--- config.mk ---
export PLATFORM = sky130hd
export DESIGN_NAME = ide_dma_seq
export DESIGN_NICKNAME = d
export VERILOG_FILES = /design/src/rtl/ide_dma_pkg.sv /design/src/rtl/ide_dma_count.sv /design/src/rtl/ide_dma_offset.sv /design/src/rtl/ide_dma_ctrl.sv /design/src/rtl/ide_dma_seq.sv
export SDC_FILE = /design/constraint.sdc
export NUM_CORES = 1
export LEC_CHECK = 0
export BUFFER_PORTS_ARGS = -buffer_cell sky130_fd_sc_hd__clkbuf_2
export CORE_ASPECT_RATIO = 0.75
export CORE_MARGIN = 5
export CORE_UTILIZATION = 30
export CTS_BUF_LIST = sky130_fd_sc_hd__clkbuf_8
export DETAILED_ROUTE_END_ITERATION = 10
export PLACE_DENSITY = 0.63
export SLEW_MARGIN = 10
export SYNTH_ARGS = -nofsm -noshare
export SYNTH_HDL_FRONTEND = slang
export SYNTH_SLANG_ARGS = --single-unit
--- constraint.sdc ---
create_clock -name clk -period 3.6 [get_ports clk]
set_input_delay 0.18 -clock clk [delete_from_list [all_inputs] [get_ports clk]]
set_output_delay 0.18 -clock clk [all_outputs]
set_load 0.01 [all_outputs]
--- src/rtl/ide_dma_pkg.sv ---
package ide_dma_pkg;
  typedef enum logic [1:0] {
    OP_READ  = 2'd0,
    OP_WRITE = 2'd1,
    OP_TRIM  = 2'd2,
    OP_COPY  = 2'd3
  } op_e;

  typedef enum logic [2:0] {
    RSP_NONE  = 3'd0,
    RSP_STALL = 3'd1,
    RSP_BURST = 3'd2,
    RSP_DONE  = 3'd3,
    RSP_ERR   = 3'd4
  } rsp_e;

  localparam logic [7:0] ST_BUSY = 8'h80;
  localparam logic [7:0] ST_DONE = 8'h50;
  localparam logic [7:0] ST_FAIL = 8'h41;

  localparam int DISK_SHIFT = 9;
  localparam int OPT_SHIFT  = 11;
endpackage

--- src/rtl/ide_dma_count.sv ---
module ide_dma_count #(
  parameter int SECT_W = 8,
  parameter int LEN_W  = 16,
  parameter int CNT_W  = 18
) (
  input  logic                    clk,
  input  logic                    rst,
  input  logic                    load,
  input  logic                    load_kind,
  input  logic [SECT_W-1:0]       load_nsect,
  input  logic [LEN_W-1:0]        load_pkt,
  input  logic                    sub_en,
  input  logic [LEN_W-1:0]        sub_len,
  input  logic                    clamp_en,
  input  logic [LEN_W-1:0]        clamp_len,
  output logic signed [CNT_W-1:0] rem,
  output logic [CNT_W-1:0]        idx
);
  localparam int SECT_PAD = CNT_W - SECT_W - ide_dma_pkg::DISK_SHIFT;
  localparam int LEN_PAD  = CNT_W - LEN_W;

  logic [CNT_W-1:0] disk_bytes;
  logic [CNT_W-1:0] pkt_bytes;
  logic [CNT_W-1:0] sub_ext;
  logic [CNT_W-1:0] clamp_ext;

  assign disk_bytes = {{SECT_PAD{1'b0}}, load_nsect, {ide_dma_pkg::DISK_SHIFT{1'b0}}};
  assign pkt_bytes  = {{LEN_PAD{1'b0}}, load_pkt};
  assign sub_ext    = {{LEN_PAD{1'b0}}, sub_len};
  assign clamp_ext  = {{LEN_PAD{1'b0}}, clamp_len};

  always_ff @(posedge clk) begin
    if (rst) begin
      rem <= '0;
      idx <= '0;
    end else if (load) begin
      rem <= load_kind ? signed'(pkt_bytes) : signed'(disk_bytes);
      idx <= '0;
    end else if (sub_en) begin
      rem <= rem - signed'(sub_ext);
      idx <= idx + sub_ext;
    end else if (clamp_en) begin
      rem <= signed'(clamp_ext);
    end
  end
endmodule

--- src/rtl/ide_dma_offset.sv ---
module ide_dma_offset #(
  parameter int LBA_W = 24,
  parameter int CNT_W = 18,
  parameter int OFF_W = 36
) (
  input  logic             optical,
  input  logic [LBA_W-1:0] lba,
  input  logic [CNT_W-1:0] idx,
  output logic [OFF_W-1:0] offset
);
  logic [OFF_W-1:0] lba_ext;
  logic [OFF_W-1:0] idx_ext;
  logic [OFF_W-1:0] base;

  assign lba_ext = {{(OFF_W-LBA_W){1'b0}}, lba};
  assign idx_ext = {{(OFF_W-CNT_W){1'b0}}, idx};
  assign base    = optical ? (lba_ext << ide_dma_pkg::OPT_SHIFT)
                           : (lba_ext << ide_dma_pkg::DISK_SHIFT);
  assign offset  = base + idx_ext;
endmodule

--- src/rtl/ide_dma_ctrl.sv ---
module ide_dma_ctrl
  import ide_dma_pkg::*;
#(
  parameter int LEN_W  = 16,
  parameter int LBA_W  = 24,
  parameter int ADDR_W = 32,
  parameter int CNT_W  = 18,
  parameter int OFF_W  = 36
) (
  input  logic                    clk,
  input  logic                    rst,
  input  logic                    start_i,
  input  logic                    kind_i,
  input  logic [LBA_W-1:0]        lba_i,
  input  logic [1:0]              cmd_i,
  input  logic                    chunk_valid_i,
  input  logic [ADDR_W-1:0]       chunk_addr_i,
  input  logic [LEN_W-1:0]        chunk_len_i,
  input  logic                    ack_i,
  input  logic                    err_i,
  input  logic signed [CNT_W-1:0] rem,
  input  logic [OFF_W-1:0]        offset,
  output logic                    kind_q,
  output logic [LBA_W-1:0]        lba_q,
  output logic                    cnt_load,
  output logic                    cnt_sub,
  output logic                    cnt_clamp,
  output logic [LEN_W-1:0]        copy_len,
  output logic                    kick_o,
  output logic                    active_o,
  output logic                    resp_valid_o,
  output logic [2:0]              resp_code_o,
  output logic                    dma_end_o,
  output logic                    req_o,
  output logic [1:0]              req_op_o,
  output logic [ADDR_W-1:0]       req_addr_o,
  output logic [OFF_W-1:0]        req_off_o,
  output logic [LEN_W-1:0]        req_len_o,
  output logic                    irq_o,
  output logic                    ok_o,
  output logic                    err_o,
  output logic [7:0]              status_o
);
  typedef enum logic [0:0] {S_IDLE, S_WAIT} state_e;
  typedef enum logic [2:0] {
    D_NONE, D_START, D_STALL, D_FIN, D_BURST, D_COPY, D_FAIL, D_ISSUE
  } dec_e;

  state_e           state;
  dec_e             dec;
  logic [1:0]       cmd_q;
  logic             copy_q;
  logic             nonblock;
  logic             ended;
  logic signed [CNT_W-1:0] len_s;

  assign len_s    = signed'({{(CNT_W-LEN_W){1'b0}}, chunk_len_i});
  assign nonblock = kind_q && (lba_q == {LBA_W{1'b1}});
  assign ended    = (rem <= 0);
  assign copy_len = (len_s > rem) ? rem[LEN_W-1:0] : chunk_len_i;

  always_comb begin
    dec = D_NONE;
    if (state == S_IDLE) begin
      if (start_i)                                   dec = D_START;
      else if (chunk_valid_i) begin
        if (!active_o)                               dec = D_STALL;
        else if (ended)                              dec = D_FIN;
        else if (chunk_len_i == '0)                  dec = D_BURST;
        else if (nonblock)                           dec = D_COPY;
        else if ((!kind_q && cmd_q == 2'd3) || len_s > rem) dec = D_FAIL;
        else                                         dec = D_ISSUE;
      end
    end
  end

  assign cnt_load  = (dec == D_START);
  assign cnt_sub   = (dec == D_ISSUE);
  assign cnt_clamp = (dec == D_COPY);

  always_ff @(posedge clk) begin
    if (rst) begin
      state        <= S_IDLE;
      kind_q       <= 1'b0;
      lba_q        <= '0;
      cmd_q        <= '0;
      copy_q       <= 1'b0;
      kick_o       <= 1'b0;
      active_o     <= 1'b0;
      resp_valid_o <= 1'b0;
      resp_code_o  <= RSP_NONE;
      dma_end_o    <= 1'b0;
      req_o        <= 1'b0;
      req_op_o     <= OP_READ;
      req_addr_o   <= '0;
      req_off_o    <= '0;
      req_len_o    <= '0;
      irq_o        <= 1'b0;
      ok_o         <= 1'b0;
      err_o        <= 1'b0;
      status_o     <= 8'h00;
    end else begin
      kick_o       <= 1'b0;
      resp_valid_o <= 1'b0;
      dma_end_o    <= 1'b0;
      irq_o        <= 1'b0;
      ok_o         <= 1'b0;
      err_o        <= 1'b0;
      case (dec)
        D_START: begin
          kind_q   <= kind_i;
          lba_q    <= lba_i;
          cmd_q    <= cmd_i;
          active_o <= 1'b1;
          kick_o   <= 1'b1;
          status_o <= ST_BUSY;
        end
        D_STALL: begin
          resp_valid_o <= 1'b1;
          resp_code_o  <= RSP_STALL;
        end
        D_FIN: begin
          resp_valid_o <= 1'b1;
          resp_code_o  <= RSP_DONE;
          dma_end_o    <= 1'b1;
          active_o     <= 1'b0;
          if (kind_q) ok_o <= 1'b1;
          else begin
            irq_o    <= 1'b1;
            status_o <= ST_DONE;
          end
        end
        D_BURST: begin
          resp_valid_o <= 1'b1;
          resp_code_o  <= RSP_BURST;
          dma_end_o    <= 1'b1;
        end
        D_FAIL: begin
          resp_valid_o <= 1'b1;
          resp_code_o  <= RSP_ERR;
          dma_end_o    <= 1'b1;
          err_o        <= 1'b1;
          active_o     <= 1'b0;
          status_o     <= ST_FAIL;
        end
        D_COPY: begin
          state      <= S_WAIT;
          copy_q     <= 1'b1;
          req_o      <= 1'b1;
          req_op_o   <= OP_COPY;
          req_addr_o <= chunk_addr_i;
          req_off_o  <= '0;
          req_len_o  <= copy_len;
        end
        D_ISSUE: begin
          state      <= S_WAIT;
          copy_q     <= 1'b0;
          req_o      <= 1'b1;
          req_op_o   <= kind_q ? OP_READ : cmd_q;
          req_addr_o <= chunk_addr_i;
          req_off_o  <= offset;
          req_len_o  <= chunk_len_i;
        end
        default: begin
          if (state == S_WAIT && ack_i) begin
            state        <= S_IDLE;
            req_o        <= 1'b0;
            resp_valid_o <= 1'b1;
            dma_end_o    <= 1'b1;
            if (err_i) begin
              resp_code_o <= RSP_ERR;
              err_o       <= 1'b1;
              active_o    <= 1'b0;
              status_o    <= ST_FAIL;
            end else if (copy_q || ended) begin
              resp_code_o <= RSP_DONE;
              active_o    <= 1'b0;
              if (kind_q) ok_o <= 1'b1;
              else begin
                irq_o    <= 1'b1;
                status_o <= ST_DONE;
              end
            end else begin
              resp_code_o <= RSP_BURST;
            end
          end
        end
      endcase
    end
  end
endmodule

--- src/rtl/ide_dma_seq.sv ---
module ide_dma_seq #(
  parameter int SECT_W = 8,
  parameter int LEN_W  = 16,
  parameter int LBA_W  = 24,
  parameter int ADDR_W = 32,
  localparam int CNT_W = (SECT_W + 10 > LEN_W + 2) ? SECT_W + 10 : LEN_W + 2,
  localparam int OFF_W = ((LBA_W + 11 > CNT_W) ? LBA_W + 11 : CNT_W) + 1
) (
  input  logic              clk,
  input  logic              rst,
  input  logic              start_i,
  input  logic              kind_i,
  input  logic [SECT_W-1:0] nsect_i,
  input  logic [LEN_W-1:0]  pkt_len_i,
  input  logic [LBA_W-1:0]  lba_i,
  input  logic [1:0]        cmd_i,
  output logic              kick_o,
  output logic              active_o,
  input  logic              chunk_valid_i,
  input  logic [ADDR_W-1:0] chunk_addr_i,
  input  logic [LEN_W-1:0]  chunk_len_i,
  output logic              resp_valid_o,
  output logic [2:0]        resp_code_o,
  output logic              dma_end_o,
  output logic              req_o,
  output logic [1:0]        req_op_o,
  output logic [ADDR_W-1:0] req_addr_o,
  output logic [OFF_W-1:0]  req_off_o,
  output logic [LEN_W-1:0]  req_len_o,
  input  logic              ack_i,
  input  logic              err_i,
  output logic              irq_o,
  output logic              ok_o,
  output logic              err_o,
  output logic [7:0]        status_o,
  output logic [CNT_W-1:0]  dbg_rem_o,
  output logic [CNT_W-1:0]  dbg_idx_o
);
  logic signed [CNT_W-1:0] rem;
  logic [CNT_W-1:0]        idx;
  logic [OFF_W-1:0]        offset;
  logic                    kind_q;
  logic [LBA_W-1:0]        lba_q;
  logic                    cnt_load, cnt_sub, cnt_clamp;
  logic [LEN_W-1:0]        copy_len;

  ide_dma_count #(.SECT_W(SECT_W), .LEN_W(LEN_W), .CNT_W(CNT_W)) u_count (
    .clk(clk), .rst(rst),
    .load(cnt_load), .load_kind(kind_i), .load_nsect(nsect_i), .load_pkt(pkt_len_i),
    .sub_en(cnt_sub), .sub_len(chunk_len_i),
    .clamp_en(cnt_clamp), .clamp_len(copy_len),
    .rem(rem), .idx(idx)
  );

  ide_dma_offset #(.LBA_W(LBA_W), .CNT_W(CNT_W), .OFF_W(OFF_W)) u_offset (
    .optical(kind_q), .lba(lba_q), .idx(idx), .offset(offset)
  );

  ide_dma_ctrl #(
    .LEN_W(LEN_W), .LBA_W(LBA_W), .ADDR_W(ADDR_W), .CNT_W(CNT_W), .OFF_W(OFF_W)
  ) u_ctrl (
    .clk(clk), .rst(rst),
    .start_i(start_i), .kind_i(kind_i), .lba_i(lba_i), .cmd_i(cmd_i),
    .chunk_valid_i(chunk_valid_i), .chunk_addr_i(chunk_addr_i), .chunk_len_i(chunk_len_i),
    .ack_i(ack_i), .err_i(err_i),
    .rem(rem), .offset(offset),
    .kind_q(kind_q), .lba_q(lba_q),
    .cnt_load(cnt_load), .cnt_sub(cnt_sub), .cnt_clamp(cnt_clamp), .copy_len(copy_len),
    .kick_o(kick_o), .active_o(active_o),
    .resp_valid_o(resp_valid_o), .resp_code_o(resp_code_o), .dma_end_o(dma_end_o),
    .req_o(req_o), .req_op_o(req_op_o), .req_addr_o(req_addr_o),
    .req_off_o(req_off_o), .req_len_o(req_len_o),
    .irq_o(irq_o), .ok_o(ok_o), .err_o(err_o), .status_o(status_o)
  );

  assign dbg_rem_o = rem;
  assign dbg_idx_o = idx;
endmodule

==> run_results.csv <==
group,metric,value,unit
status,status,"complete, no violations",
finish,synthToLayoutAreaGrowth,32.9,%
critical_path,rrSetupSlack,0.16,ns
floorplanning,placementRows,55,
grt,grt_overflow_total,0,
drt,vias,9745,
floorplanning,start_util,0.306,
finish,final_cell_mix,"clkbuf_2 (244), nand2_1 (209), dfxtp_1 (169)",
place,hpwl,25.1,mm
sta,slew_violations,0,
sta,setup-tns-final,0,ns
finish,final_common_cell,"clkbuf_2",
grt,grt_util_all_layers,0.190,
clocking,cts_max_level,4,
finish,nets,1655,
synthesis,netlist_instances,1192,
drt,drc_errors,0,
critical_path,path_cells,"inv_1 > ha_1 > fa_2 > nand2b_1 > a21oi_2 > o211ai_2 > a211o_1 > a2111o_1 > a21oi_4 > nand2_4 > buf_4 > a2111oi_4 > a311o_1",
grt,grt_max_degree,140,
finish,final_util,0.407,
sta,slew_headroom,0.441,
sta,fin_crit,3.44,ns
drt,drtPass1Iterations,5,
floorplanning,die_area,34700,sq um
grt,grt_pass1_vias,9332,
clocking,cts-root-buf,"clkbuf_8",
critical_path,crit_family,"compound AO/OA/AOI/OAI gates",
drt,drtIter0Drc,508,
drt,antenna_left,0,
critical_path,cp.depth,13,
floorplanning,die_y,163,microns
power,p_leak,5.28,nW
clocking,cts_tree,"yes",
synthesis,syn_nets,1341,
clocking,clk_pin_slew,0.11,ns
synthesis,syn_avg_cell_area,7.81,sq um
finish,fin_area,12400,sq um
floorplanning,die_w,213,microns
power,powerDensity,671,nW/um^2
floorplanning,ios,246,
critical_path,cp_slowest_cell,"a2111o_1",
critical_path,startpoint,"u_count.rem[0]$_SDFFE_PP0P_",
critical_path,worst-setup-path-type,"reg -> reg",
critical_path,critPathRequiredTime,4.04,ns
critical_path,timing.rr.start,"u_count.rem[0]$_SDFFE_PP0P_",
synthesis,synth_top_area_share,0.363,
drt,routed_wl,34.1,mm
critical_path,regToRegEndpoint,"u_count.rem[10]$_SDFFE_PP0P_",
synthesis,synth.cell_area,9310,sq um
synthesis,ys_async_sr_fraction,0,
synthesis,synth-seq-area-share,0.363,
floorplanning,core-area,30400,sq um
place,placed_area,11100,sq um
critical_path,worstRegToRegCells,13,
place,io_buffers,245,
clocking,cts_max_path_buffers,2,
drt,wl_per_cell,17.8,microns
critical_path,critPathMaxStageDelay,0.52,ns
finish,nFillCells,3070,
sta,hold_viol,0,
finish,n_antenna_cell,0,
finish,drive_above_1_share,0.240,
synthesis,synth-seq-cells,169,
sta,max_freq,291,MHz
place,gp_congestion,0.878,
critical_path,worstPathMaxFanout,12,
sta,fin_skew,0.0193,ns
synthesis,synth_largest_area_cell,"dfxtp_1",
critical_path,cp-end-kind,"flop",
synthesis,synth_area_leaders,"dfxtp_1 (36%), a21oi_1 (8.7%), nand2_1 (8.4%)",
hold_path,hold_start,"pkt_len_i[6]",
critical_path,start_kind,"flop",
clocking,cts_made_buffers,17,
flow_run,cap_violations,0,
clocking,clkLatencyLatePin,0.50,ns
synthesis,ys.flop_type,"dfxtp_1",
synthesis,yosysUniqueCellTypes,69,
synthesis,synth_edf_count,0,
power,ir_drop,0.282,mV
drt,avgViaCountPerCell,5.08,
critical_path,worst_ep_arrival_time,3.88,ns
grt,grt_pass1_wl,52.1,mm
synthesis,yosys_warnings,0,
sta,setup_violations,0,
hold_path,hp-class,"in -> reg",
sta,tightest_slew,0.838,ns
critical_path,crit_path_end,"u_count.rem[10]$_SDFFE_PP0P_",
critical_path,crit_buf_inv,2,
grt,antenna_found_initial,0,
clocking,cts_sinks,169,
sta,finalCritPeriodShare,0.956,
[logic make-up (layout without fill, tap and decap cells)]
logic type,Yosys count,in the layout,share of synthesized area
XOR/XNOR,42,42,0.0395
buffers and inverters,106,433,0.0486
AND/OR/NAND/NOR,456,456,0.218
multiplexers,31,31,0.0344
adder cells (fa/ha/maj),44,44,0.0615
flip-flops,169,169,0.363
AO/OA/AOI/OAI,344,344,0.235
[timing repair]
action | in CTS | in global routing
endpoints found under the hold margin | 68 | 0
endpoints found under the setup margin | 1 | 79
resized for setup | 0 | 8
setup buffers | 0 | 9
hold buffers | 68 | 0
pin swaps | 2 | 7
cloned | 0 | 0
[synth_stat cells (7+ instances only)]
cell type    n
a211oi_1    13
a21o_1       8
a21oi_1    162
a221oi_1    16
a22oi_1     14
and2_1      12
buf_2       26
clkbuf_1    33
dfxtp_1    169
ha_1        41
inv_1       35
mux2_2       8
mux2i_1     23
nand2_1    209
nand2b_1    10
nand3_1     42
nand4_1      8
nor2_1      95
nor2b_1      8
nor3_1      33
nor4_1      10
o211ai_1    19
o21a_1       7
o21ai_0     47
or3_1       12
xnor2_1     24
xor2_1      18
[worst min path at each step]
stage	end	cells after the start
detailed placement	u_ctrl.req_addr_o[28]$_SDFFE_PP0P_	3
CTS	u_count.rem[6]$_SDFFE_PP0P_	3
global route	u_count.rem[6]$_SDFFE_PP0P_	3
finish	u_count.rem[6]$_SDFFE_PP0P_	3
global placement	u_ctrl.req_addr_o[29]$_SDFFE_PP0P_	3
floorplan	u_ctrl.lba_q[0]$_SDFFE_PP0P_	2
[power breakdown]
part           total, mW  internal (mW)  leakage, nW  switching (mW)
Sequential          2.74           2.31         1.38           0.434
Clock               1.55          0.735        0.223           0.814
Combinational       4.01           1.61         3.68            2.40
[per-layer routing]
layer | global-route usage | routed length (microns)
met1 | 0.262 | 16000
met2 | 0.299 | 14900
met3 | 0.0541 | 2700
met4 | 0.0344 | 463
met5 | 0 | 0
[worst min-delay path, delay by kind of cell]
family                 cells  cell delay (ns)
AO/OA/AOI/OAI              2             0.21
buffers and inverters      1             0.10
[area by class of cell]
cell class,count,area (sq um),area share
clock buffers,18,248,0.0200
inverters,36,135,0.0109
clock inverters,14,198,0.0160
well taps,399,499,0.0403
multi-input cells,917,5530,0.447
flip-flops and latches,169,3380,0.273
repair buffers,365,2390,0.193
[stage by stage]
stage	total power [mW]	hold WS (ns)	worst slack (ns)	std cells
2_1_floorplan	5.22	0.316	0.0112	1192
3_3_place_gp	6.58	0.401	0.140	1809
3_5_place_dp	6.63	0.414	0.0501	1809
4_1_cts	8.26	0.0134	0.0305	1909
5_1_grt	8.94	0.0262	-0.0257	1918
6_report	8.30	0.0384	0.160	1918
[flip-flops by register name, indices dropped and copies added, names as in the netlist, 2 cells and up]
register,flops
u_count.idx,18
u_count.rem,18
u_ctrl.cmd_q,2
u_ctrl.lba_q,24
u_ctrl.req_addr_o,32
u_ctrl.req_len_o,16
u_ctrl.req_off_o,36
u_ctrl.req_op_o,2
u_ctrl.resp_code_o,3
u_ctrl.status_o,8
Power figures use the tool's default switching activity.
